==> config.mk <==
export PLATFORM = sky130hd
export DESIGN_NAME = row_sel_decoder
export DESIGN_NICKNAME = d
export VERILOG_FILES = /design/src/rtl/row_sel_pkg.sv /design/src/rtl/rsd_addr_decoder.sv /design/src/rtl/rsd_block_invert.sv /design/src/rtl/row_sel_decoder.sv
export SDC_FILE = /design/constraint.sdc
export NUM_CORES = 1
export LEC_CHECK = 0
export BUFFER_PORTS_ARGS = -buffer_cell sky130_fd_sc_hd__buf_2
export CORE_UTILIZATION = 46
export CTS_CLUSTER_DIAMETER = 40
export CTS_CLUSTER_SIZE = 30
export DETAILED_ROUTE_END_ITERATION = 12
export PLACE_DENSITY = 0.82
export RECOVER_POWER = 50
export SLEW_MARGIN = 20
export SYNTH_ARGS = -nofsm -noshare
export SYNTH_HDL_FRONTEND = slang
export SYNTH_SLANG_ARGS = --single-unit
==> constraint.sdc <==
create_clock -name clk -period 1.4 [get_ports clk]
set_input_delay 0.28 -clock clk [delete_from_list [all_inputs] [get_ports clk]]
set_output_delay 0.28 -clock clk [all_outputs]
set_load 0.02 [all_outputs]
==> src/rtl/row_sel_pkg.sv <==
// Shared helpers for the row select decoder.
// Assumes widths of at least one bit for every field.
package row_sel_pkg;

    // Width of a field able to index n items, never less than 1
    function automatic int idx_width(input int n);
        return (n > 1) ? $clog2(n) : 1;
    endfunction

    typedef enum logic {
        MODE_SENSE = 1'b0,
        MODE_CAL   = 1'b1
    } sel_mode_e;

endpackage

==> src/rtl/rsd_addr_decoder.sv <==
// One-hot address decoder.
// Drives bit `addr` high and every other bit low; combinational.
// Assumes N_LINES <= 2**AW.
module rsd_addr_decoder #(
    parameter int N_LINES = 32,
    parameter int AW      = 5
) (
    input  logic [AW-1:0]      addr,
    output logic [N_LINES-1:0] onehot
);

    // One comparator per line
    for (genvar i = 0; i < N_LINES; i++) begin : g_line
        assign onehot[i] = (addr == AW'(i));
    end

endmodule

==> src/rtl/rsd_block_invert.sv <==
// Per-block exclusive-OR inversion stage.
// When invert is enabled for a block, that block's decoded lines are flipped,
// which turns a one-hot (or all-zero) slice into all-but-one (or all-ones).
// Assumes at most one block is inverted at a time.
module rsd_block_invert #(
    parameter int NUM_BLOCKS      = 4,
    parameter int LINES_PER_BLOCK = 8,
    parameter int BW              = 2,
    localparam int N_LINES        = NUM_BLOCKS * LINES_PER_BLOCK
) (
    input  logic               cal,
    input  logic [BW-1:0]      blk,
    input  logic [N_LINES-1:0] dec_in,
    output logic [N_LINES-1:0] lines_out
);

    logic [NUM_BLOCKS-1:0] inv_ctl;

    for (genvar b = 0; b < NUM_BLOCKS; b++) begin : g_blk
        // Invert control for this block: calibration and block chosen
        assign inv_ctl[b] = cal && (blk == BW'(b));
        // Exclusive-OR of the decoded slice with the block's control
        assign lines_out[b*LINES_PER_BLOCK +: LINES_PER_BLOCK] =
            dec_in[b*LINES_PER_BLOCK +: LINES_PER_BLOCK] ^ {LINES_PER_BLOCK{inv_ctl[b]}};
    end

endmodule

==> src/rtl/row_sel_decoder.sv <==
// Dual-mode row select decoder (top).
// Sensing: one line at row_addr. Calibration: all lines of block blk_sel
// except the one at in-block offset row_addr[OW-1:0]; other blocks off.
// en=0 clears all lines. Output registered; synchronous active-low reset.
// Assumes LINES_PER_BLOCK and NUM_BLOCKS are powers of two.
module row_sel_decoder #(
    parameter int NUM_BLOCKS      = 4,
    parameter int LINES_PER_BLOCK = 8,
    localparam int N_LINES        = NUM_BLOCKS * LINES_PER_BLOCK,
    localparam int AW             = row_sel_pkg::idx_width(N_LINES),
    localparam int BW             = row_sel_pkg::idx_width(NUM_BLOCKS),
    localparam int OW             = row_sel_pkg::idx_width(LINES_PER_BLOCK)
) (
    input  logic               clk,
    input  logic               rst_n,
    input  logic               en,
    input  logic               cal_mode,
    input  logic [AW-1:0]      row_addr,
    input  logic [BW-1:0]      blk_sel,
    output logic [N_LINES-1:0] sel_lines
);
    import row_sel_pkg::*;

    sel_mode_e          mode;
    logic [AW-1:0]      eff_addr;
    logic [N_LINES-1:0] dec_lines;
    logic [N_LINES-1:0] inv_lines;
    logic [N_LINES-1:0] sel_d;

    assign mode = sel_mode_e'(cal_mode);

    // Effective address: in calibration the block bits come from blk_sel
    always_comb begin
        if (mode == MODE_CAL) begin
            eff_addr = AW'({blk_sel, row_addr[OW-1:0]});
        end else begin
            eff_addr = row_addr;
        end
    end

    rsd_addr_decoder #(
        .N_LINES (N_LINES),
        .AW      (AW)
    ) u_dec (
        .addr    (eff_addr),
        .onehot  (dec_lines)
    );

    rsd_block_invert #(
        .NUM_BLOCKS      (NUM_BLOCKS),
        .LINES_PER_BLOCK (LINES_PER_BLOCK),
        .BW              (BW)
    ) u_inv (
        .cal       (mode == MODE_CAL),
        .blk       (blk_sel),
        .dec_in    (dec_lines),
        .lines_out (inv_lines)
    );

    // Enable gating ahead of the output register
    always_comb begin
        sel_d = en ? inv_lines : '0;
    end

    // Output register: glitch-free select lines, cleared by reset
    always_ff @(posedge clk) begin
        if (!rst_n) begin
            sel_lines <= '0;
        end else begin
            sel_lines <= sel_d;
        end
    end

    // reset clears every line
    p_reset_clear_r1: assert property (@(posedge clk)
        !$past(rst_n) |-> (sel_lines == '0))
        else $error("p_reset_clear_r1");

    // sensing mode drives exactly one line, the addressed one
    p_sense_onehot_r2: assert property (@(posedge clk) disable iff (!rst_n)
        ($past(rst_n) && $past(en) && !$past(cal_mode)) |->
            ($onehot(sel_lines) && sel_lines[$past(row_addr)]))
        else $error("p_sense_onehot_r2");

    // calibration drives all but one line
    p_cal_count_r3: assert property (@(posedge clk) disable iff (!rst_n)
        ($past(rst_n) && $past(en) && $past(cal_mode)) |->
            ($countones(sel_lines) == LINES_PER_BLOCK - 1))
        else $error("p_cal_count_r3");

    // calibration never lights the chosen block's addressed line
    p_cal_hole_r4: assert property (@(posedge clk) disable iff (!rst_n)
        ($past(rst_n) && $past(en) && $past(cal_mode)) |->
            !sel_lines[{$past(blk_sel), $past(row_addr[OW-1:0])}])
        else $error("p_cal_hole_r4");

    // disabled means dark
    p_disable_dark_r5: assert property (@(posedge clk) disable iff (!rst_n)
        ($past(rst_n) && !$past(en)) |-> (sel_lines == '0))
        else $error("p_disable_dark_r5");

endmodule

==> impl_metrics.yaml <==
run_status:
  run_status: "finished, final reports clean"
timing:
  timing.hold.ws_ps: 427
  drv_slew: 0
  fin_crit_ps: 1290
  tns_ps: 0
  setup_viol: 0
  slew_headroom_pct: 61.0
  timing.final.crit_share_pct: 92.1
  rsz0062_at_grt: "no"
  finalHoldViolations: 0
  worst_pin_slew_ps: 584
  fmax_ghz: 0.775
cts:
  cts_resized: 0
  cts_setup_buffers: 0
  ctsHtreeMaxLevel: 2
  root_buffer: "clkbuf_4"
  cts_buffers: 5
  ctsHoldBuffers: 0
  cts.sink_count: 32
  cts.path.max_buffers: 2
  cts_tree: "yes"
  path_clk_slew_ps: 90
worst_setup_path:
  crit_path_start_kind: "input port"
  cp.arrival_ps: 1540
  crit_fanout: 9
  criticalPathCategory: "input port to register"
  cp-startpoint: "cal_mode"
  end_kind: "register"
  crit_required_ps: 1650
worst_hold_path:
  hold_path_end: "sel_lines[22]"
  min-delay-start: "row_addr[0]"
  min_path_type: "input port to register"
  whs_path_depth: 4
logic_synthesis:
  syn_nets: 144
  ys_warn_count: 0
  synthCells: 133
  synth_cell_type_count: 26
  yosysTopAreaCellShare_pct: 43.0
  yosysTopAreaCell: "dfxtp_1"
  avgSynthCellArea_um2: 11.2
  ys_ff_latch: 32
  async_flop_share_pct: 0
  synthFlopType: "dfxtp_1"
  yosys-top-cells-area: "dfxtp_1 (43%), mux2i_1 (21%), nand4_1 (7.1%)"
  synth-edff-count: 0
  ys_seq_area_share_pct: 43.0
  syn_area_um2: 1490
  synth_common_cells: "dfxtp_1 (32), mux2i_1 (32), nand4_1 (17)"
global_route:
  gr-total-overflow: 0
  grt_max_degree: 33
  antenna_found_initial: 0
  grt_pass1_vias: 1131
  track_usage_pct: 19.3
  grt_pass1_wl_um: 4910
finish:
  diodes: 0
  nFillCells: 303
  regMostFlops: "sel_lines"
  area_delta_synth_final_pct: 19.6
  largestRegisters: "sel_lines x32"
  nNetsFinal: 193
  drive_above_1_share_pct: 21.4
  largest_reg_flops: 32
floorplan:
  io_pins: 43
  chipWidth_um: 58.9
  fp.dieArea_um2: 3470
  core-area_um2: 3050
  fp.dieH_um: 58.9
  initial_core_util_pct: 48.9
  placementRows: 20
routing:
  via_count: 1213
  ant_nets: 0
  wl_per_cell_um: 13.8
  drt_iter0_markers: 25
  viasPerCell: 5.37
  first_pass_iters: 4
  drc: 0
  drt-total-wl_um: 3110
pwr:
  irDropWorstVdd_mv: 0.420
  p_leak_uw: 0.000719
  pwr_density_cell_nw_per_um2: 947
placement:
  port_buffers: 42
  gp_congestion: 0.811
  place_hpwl_um: 2280
run:
  cap_violations: 0
[worst max-delay path: stages]
cell and delay [ps]:
clkbuf_2 240, mux2_4 400, nor4_1 370, mux2i_1 250
[cells by family (layout without fill, tap and decap cells)]
family                 Yosys count  in the layout  share of synthesized area, %
AO/OA/AOI/OAI                    1              1                         0.335
buffers and inverters           12             61                          5.54
flip-flops                      32             32                          43.0
multiplexers                    36             36                          26.5
AND/OR/NAND/NOR                 52             52                          24.7
[final cells by class]
class | instances | area, µm² | area share [%]
tap | 44 | 55.1 | 3.09
clock inverter | 1 | 5.00 | 0.281
timing repair buffer | 54 | 274 | 15.4
sequential | 32 | 641 | 35.9
multi-input combinational | 89 | 768 | 43.1
clock buffer | 6 | 41.3 | 2.31
[where the power goes]
group / internal, µW / switching (µW) / total, µW
combinational: 104 / 180 / 284
clock: 184 / 286 / 471
sequential: 930 / 4.84 / 935
[layer usage]
layer | GRT usage (%) | vias to the layer above | part of all wire [%]
met2 | 32.8 | 38 | 51
met4 | 9.86 | 0 | 2.1
li1 | - | 600 | -
met1 | 21.3 | 567 | 40
met3 | 6.37 | 8 | 6.0
met5 | 0 | - | 0
[cell usage in the layout, fill, tap and decap left out]
cell type	netlist	layout
nand3b_1	1	1
buf_12	0	1
mux2i_1	32	32
nand3_1	1	1
o21ai_1	1	1
mux2i_4	2	2
nor4_2	1	1
nand2b_1	3	3
clkbuf_2	1	1
nor3b_1	1	1
nand4_1	17	17
and2_1	2	2
nor4_1	12	12
nor4_4	3	3
or2_2	1	1
nand4b_1	1	1
or3b_2	1	1
buf_2	2	10
dfxtp_1	32	32
clkbuf_1	2	32
clkbuf_4	0	5
buf_4	1	11
nor2b_1	2	2
nor2_1	1	1
mux2_4	2	2
nand2_1	5	5
clkinv_2	0	1
[worst max path at each step]
| stage | endpoint | slack [ps] | cells past startpoint |
|---|---|---|---|
| floorplan | sel_lines[16] | 10 | 5 |
| global placement | sel_lines[19] | -160 | 4 |
| detailed placement | sel_lines[23] | -200 | 5 |
| CTS | sel_lines[1] | 130 | 4 |
| global route | sel_lines[1] | 60 | 4 |
| finish | sel_lines[1] | 110 | 4 |
[per-stage QoR]
stage	worst slack (ps)	cell area [µm²]	std cells	utilization, %	power [µW]
2_1_floorplan	12.0	1500	133	-	1160
4_1_cts	133	1820	226	59.7	1690
6_report	110	1780	226	58.4	1690
5_1_grt	56.3	1780	226	58.4	1750
3_3_place_gp	-157	1780	219	58.2	1230
3_5_place_dp	-199	1780	219	58.2	1240
Power figures use the tool's default switching activity.
